===== config.mk =====
export PLATFORM = sky130hd
export DESIGN_NAME = sgram_init_seq
export DESIGN_NICKNAME = d
export VERILOG_FILES = /design/src/rtl/sgram_init_seq.sv
export SDC_FILE = /design/constraint.sdc
export NUM_CORES = 1
export LEC_CHECK = 0
export CAP_MARGIN = 0
export CORE_MARGIN = 4
export CORE_UTILIZATION = 56
export CTS_CLUSTER_DIAMETER = 200
export DETAILED_ROUTE_END_ITERATION = 6
export GPL_ROUTABILITY_DRIVEN = 0
export PLACE_DENSITY = 0.84
export SYNTH_ARGS = -nofsm -noshare
export SYNTH_HDL_FRONTEND = slang
export SYNTH_SLANG_ARGS = --single-unit

===== constraint.sdc =====
create_clock -name clk -period 4.55 [get_ports clk]
set_clock_uncertainty 0.2 [all_clocks]
set_input_delay 0.91 -clock clk [delete_from_list [all_inputs] [get_ports clk]]
set_output_delay 0.91 -clock clk [all_outputs]
set_load 0.005 [all_outputs]

===== src/rtl/sgram_init_seq.sv =====
module sgram_init_seq #(
  parameter int CLK_PERIOD_NS = 5,
  parameter int PAUSE_NS      = 200000,
  parameter int TRP_CYC       = 3,
  parameter int TRSC_CYC      = 2,
  parameter int TRC_CYC       = 9,
  parameter int N_REF         = 8,
  parameter int ADDR_W        = 11,
  parameter int AP_BIT        = 10,
  parameter int DQM_W         = 4
) (
  input  logic              clk,
  input  logic              rst_n,
  input  logic [ADDR_W-1:0] mode_word,
  output logic              cs_n,
  output logic              ras_n,
  output logic              cas_n,
  output logic              we_n,
  output logic              dsf,
  output logic              cke,
  output logic [DQM_W-1:0]  dqm,
  output logic [ADDR_W-1:0] addr,
  output logic              done
);
  localparam int PAUSE_CYC = (PAUSE_NS + CLK_PERIOD_NS - 1) / CLK_PERIOD_NS;
  localparam int M1   = (TRP_CYC > TRSC_CYC) ? TRP_CYC : TRSC_CYC;
  localparam int M2   = (M1 > TRC_CYC) ? M1 : TRC_CYC;
  localparam int MAXC = (PAUSE_CYC > M2) ? PAUSE_CYC : M2;
  localparam int CW   = $clog2(MAXC + 1);
  localparam int RW   = $clog2(N_REF + 1);

  localparam logic [4:0] C_NOP = 5'b01110;
  localparam logic [4:0] C_PRE = 5'b00100;
  localparam logic [4:0] C_MRS = 5'b00000;
  localparam logic [4:0] C_REF = 5'b00010;

  typedef enum logic [2:0] {S_PAUSE, S_PRE, S_TRP, S_MRS, S_TRSC, S_REF, S_TRC, S_DONE} st_t;

  st_t             st, st_n;
  logic [CW-1:0]   cnt, lim;
  logic [RW-1:0]   refs;
  logic [4:0]      cmd_q, cmd_n;
  logic [ADDR_W-1:0] addr_n;
  logic            expired;

  always_comb begin
    case (st)
      S_PAUSE: lim = CW'(PAUSE_CYC);
      S_TRP:   lim = CW'(TRP_CYC);
      S_TRSC:  lim = CW'(TRSC_CYC);
      S_TRC:   lim = CW'(TRC_CYC);
      default: lim = CW'(1);
    endcase
  end

  assign expired = (cnt == lim - CW'(1));

  always_comb begin
    st_n = st;
    case (st)
      S_PAUSE: if (expired) st_n = S_PRE;
      S_PRE:   st_n = S_TRP;
      S_TRP:   if (expired) st_n = S_MRS;
      S_MRS:   st_n = S_TRSC;
      S_TRSC:  if (expired) st_n = S_REF;
      S_REF:   st_n = S_TRC;
      S_TRC:   if (expired) st_n = (refs == RW'(N_REF)) ? S_DONE : S_REF;
      default: st_n = S_DONE;
    endcase
  end

  always_comb begin
    case (st_n)
      S_PRE:   cmd_n = C_PRE;
      S_MRS:   cmd_n = C_MRS;
      S_REF:   cmd_n = C_REF;
      default: cmd_n = C_NOP;
    endcase
    addr_n = '0;
    if (st_n == S_PRE) addr_n[AP_BIT] = 1'b1;
    if (st_n == S_MRS) addr_n = mode_word;
  end

  always_ff @(posedge clk or negedge rst_n) begin
    if (!rst_n) begin
      st    <= S_PAUSE;
      cnt   <= '0;
      refs  <= '0;
      cmd_q <= C_NOP;
      addr  <= '0;
      done  <= 1'b0;
    end else begin
      st    <= st_n;
      if (st_n != st)       cnt <= '0;
      else if (st != S_DONE) cnt <= cnt + CW'(1);
      if (st == S_REF)      refs <= refs + RW'(1);
      cmd_q <= cmd_n;
      addr  <= addr_n;
      done  <= (st_n == S_DONE);
    end
  end

  assign {cs_n, ras_n, cas_n, we_n, dsf} = cmd_q;
  assign cke = 1'b1;
  assign dqm = '1;

  p_pre_then_nop_r3: assert property (@(posedge clk) disable iff (!rst_n)
    (cmd_q == C_PRE) |=> (cmd_q == C_NOP));
  p_mrs_after_nop_r4: assert property (@(posedge clk) disable iff (!rst_n)
    (cmd_q == C_MRS) |-> ($past(cmd_q) == C_NOP));
  p_mrs_addr_r4: assert property (@(posedge clk) disable iff (!rst_n)
    (cmd_q == C_MRS) |-> (addr == $past(mode_word)));
  p_ref_bound_r6: assert property (@(posedge clk) disable iff (!rst_n)
    (refs <= RW'(N_REF)));
  p_ref_then_nop_r6: assert property (@(posedge clk) disable iff (!rst_n)
    (cmd_q == C_REF) |=> (cmd_q == C_NOP));
  p_done_sticky_r7: assert property (@(posedge clk) disable iff (!rst_n)
    done |=> done);
  p_done_idle_r7: assert property (@(posedge clk) disable iff (!rst_n)
    done |-> (cmd_q == C_NOP && addr == '0));
endmodule


* Word-level counts from Yosys, hierarchy flattened
Index checks and enable logic that the tools add are counted.
Word-level totals: output and inout port bits 22, register bits after elaboration 40, bits of input ports 13, word-level logic and storage cells 37
Cells by class: add/subtract/negate cells 3, reductions and logical operators 2, equality and inequality tests 14, muxes and demuxes 12
Operator list (number):
- case mux 16 bit (4 select lines) | 1
- two-way mux 16 bit | 2
- case mux 3 bit (7 select lines) | 1
- adder 16 x 1 -> 16 bit (second input constant) | 1
- == test 16 bit | 1
- subtractor 16 x 1 -> 16 bit (second input constant) | 1
- == test 3 bit (second input constant) | 5
- two-way mux 3 bit | 4
- case mux 4 bit (3 select lines) | 1
- two-way mux 11 bit | 1
- == test 3 x 2 -> 1 bit (second input constant) | 3
- == test 3 x 1 -> 1 bit (second input constant) | 2
- adder 4 x 1 -> 4 bit (second input constant) | 1
- == test 4 bit (second input constant) | 1
- zero test 3 bit | 1
- != test 3 bit | 1
- != test 3 bit (second input constant) | 1
- two-way mux 2 bit | 1
- nonzero test 2 bit | 1
- two-way mux 1 bit | 1

* Depth between registers and ports, before layout
depth in word-level cells 9, mapped depth 14, depth with buffers taken out 11

* Worst setup path after synthesis
OpenSTA, ideal clock, no wires.
path type reg2reg, start register st[1], end register cnt[10], stages on the path, launching flop included 15, arrival time 2756 ps, path slack 1473 ps, library setup time 121 ps, required time 4229 ps, clock period less this slack 3077 ps, path buffers 3, path through dfrtp_1 > clkbuf_1 > clkbuf_1 > xor2_1 > nand2_1 > ha_1 > ha_1 > inv_1 > ha_1 > xnor2_1 > nand4_1 > o31a_1 > nor2_2 > buf_2 > nor2_1
On the way: longest elaborated chain between the ends 8, elaborated cells on any way between the ends 19, classes of those cells add/sub (1); eq/ne (9); mux (7); reduce/logical (2)
RTL lines:
- start, declared | RTL line 39 | st_t st, st_n;
- start signal, assigned | RTL line 93 | st <= st_n;
- == test 3 bit (tied with other cells) | RTL line 47, 60
- case mux 16 bit (4 select lines) | RTL line 47 | case (st)
- subtractor 16 x 1 -> 16 bit | RTL line 56 | assign expired = (cnt == lim - CW'(1));
- == test 16 bit | RTL line 56
- two-way mux 3 bit (on tied branches)
- case mux 3 bit (7 select lines) | RTL line 60 | case (st)
- != test 3 bit | RTL line 94 | if (st_n != st) cnt <= '0;
- two-way mux 16 bit / nonzero test 2 bit (equally long branches)
- end signal, assigned | RTL line 95 | else if (st != S_DONE) cnt <= cnt + CW'(1);
- end, declared | RTL line 40 | logic [CW-1:0] cnt, lim;
Parallel ways exist; a longest one is shown, timed or not. A chain may end at the register's enable or synchronous reset.

* Final worst setup path
start register st[1], end register cnt[5]
The elaborated chain is that of the path after synthesis.

==> metrics.txt <==
Final Util=68.2%; Top Ports=35; Post-Syn Area=0.00196 mm2; Setup violations, final=0; Synth-to-Final Area Change=16.9%; Power Density=417 mW/mm2; routed len/inst=12.6 um; part of the Yosys area used for sequential elements=48.7%; filler instances=266; H-tree lvl count=2; CTS tree=built; Seq pwr share=48.3%; Clock Latency Late Sink=0.35 ns; Leak Pwr=1.06 nW; overall power=0.956 mW; Root Driver=clkbuf_4; die area=0.00451 mm2; Final Max Tran Viols=0; combinational share of power=29.8%; Reg clk slew, reported paths=0.10 ns; Max Root-Sink Buffers=2; fmax=313 MHz; ys async rst share=100%; Cell Rows=21; Post-DP Area=0.00221 mm2; # diodes=0; remaining antenna violation count=0; Initial Util=58.3%; TritonCTS Buffers=5; Slew @ Worst Pin=0.797 ns; crit end category=register; Buffers on Ports=27; drt first pass iters=4; Final TNS setup=0 ns; Die X=67.2 um; Worst Path Required=4.56 ns; PostCTS Resize Cnt=0; Synth Area per Inst=9.91 um2; leading area contributor after synthesis=dfrtp_1; most numerous cell in the Yosys netlist=dfrtp_1; startpoint types=register; Worst EP arrival=3.21 ns; CTS sink count=38; drt drc=0; WS Path Type=register to register; nets@finish=243; P_int=0.628 mW; total number of yosys warnings=0; HP Class=register to register; number of failing hold endpoints at the final stage=0; first-pass GRT wire length=5.91 mm; Initial DRC Count=98; HPWL Detailed=2.49 mm; Clk network pwr share=22.0%; Vias/cell=5.00; Tcrit/Tclk final=70.3%; RSZ-0062 raised after global routing=false; Hold Path Depth=1; number of global-route vias before repair=1255; switching share of power=34.3%; Synth Instances=198; status=complete, no violations; largest net degree at the start of global routing=39; EDFF count, synth=0; Die Y=67.2 um; Main synth FF type=dfrtp_1; Rel. slew slack=46.9%; antenna violations before repair=0; core area=0.00336 mm2; crit path max fanout=17; max cap viols=0; Psw=0.329 mW; post-CTS setup buffer count=0; routed vias=1346; Post-CTS Hold Fix Bufs=0; post-route cell area=0.00229 mm2; synth unique cells=37; worst hold margin=0.285 ns; Final min period=3.20 ns; #FFs+latches synth=38; maximum vdd drop=0.204 mV; synth top area cells=dfrtp_1, xor2_1, ha_1, dfstp_2, nor2_1; most instantiated cells after synthesis=dfrtp_1, nor2_1, nand2_1; R2R depth=11; area share of the leading cell type in the synthesized netlist=44.6%; share of cells above drive strength 1=6.73%; Total GRT Usage=17.9%; DRT Wirelength=3.38 mm; total grt overflow=0
==> cells by family (layout without fill, tap and decap cells) <==
group	Yosys count	count (layout)	share of synthesized area (%)
AND/OR/NAND/NOR	82	82	22.4
flip-flops	38	38	48.7
buffers and inverters	25	44	6.44
XOR/XNOR	22	22	9.82
AO/OA/AOI/OAI	20	20	6.63
adder cells (fa/ha/maj)	8	8	5.10
other	2	8	0.383
multiplexers	1	1	0.510
==> final timing paths <==
path	from	slack (ns)	end
max	st[1]	1.35	cnt[5]
min	refs[3]	0.28	refs[3]
max reg2reg	st[1]	1.35	cnt[5]
min reg2reg	refs[3]	0.28	refs[3]
max in group asynchronous	rst_n	3.20	refs[0]
min in group asynchronous	rst_n	0.43	cnt[8]
==> cells in the final DEF (no fill, tap or decap), types with 3 or more instances in the layout <==
master and count:
xnor2_1 8, and3_1 3, xor2_1 14, and2_1 10, clkbuf_8 3, nand2_1 17, clkbuf_4 5, nor2_1 20
a21oi_1 3, dfrtp_1 35, o211ai_1 3, clkdlybuf4s50_1 26, nor2b_1 3, ha_1 8, inv_1 9, and4_1 3
dfstp_2 3, nand3_1 9, nand4_1 3, conb_1 8, o21ai_0 7
==> flip-flops by register name, indices dropped and copies added, names as in the netlist <==
name / count
addr: 11
cmd_q: 3
cnt: 16
done: 1
refs: 4
st: 3
==> critical path: stages (launching register included) <==
cell     delay, ns
dfrtp_1       0.66
xor2_1        0.18
nand2_1       0.09
ha_1          0.19
ha_1          0.20
inv_1         0.06
ha_1          0.23
xnor2_1       0.16
nand4_1       0.18
o31a_1        0.40
nor2_2        0.43
nor2_1        0.11
==> per-stage QoR <==
stage / setup slack [ns] / instances
finish: 1.35 / 269
global route: 1.08 / 269
CTS: 1.34 / 269
detailed placement: 1.37 / 261
global placement: 1.46 / 261
floorplan: 1.47 / 204
==> layer usage <==
metal  vias up  share of wire, %  track usage (%)  routed length, um
li1        690                 -                -                  -
met1       615                46             23.8               1560
met2        36                45             25.8               1510
met3         5               7.4             7.49                251
met4         0               1.7             7.59                 57
met5         -                 0                0                  0
==> cell type report <==
type,count,area (um2),area share (%)
flip-flops and latches,38,955,41.6
multi-input cells,141,903,39.4
repair buffers,27,265,11.6
clock buffers,8,78.8,3.44
well taps,46,57.6,2.51
inverters,9,33.8,1.47
==> power by group through the flow <==
stage                     logic [mW]  registers, mW  clock network [mW]
after floorplan                0.260          0.426                   0
after global placement         0.282          0.462                   0
after detailed placement       0.286          0.466                   0
after CTS                      0.287          0.460               0.214
after global routing           0.327          0.472               0.231
final                          0.285          0.461               0.210
(Power assumes the default switching activity.)
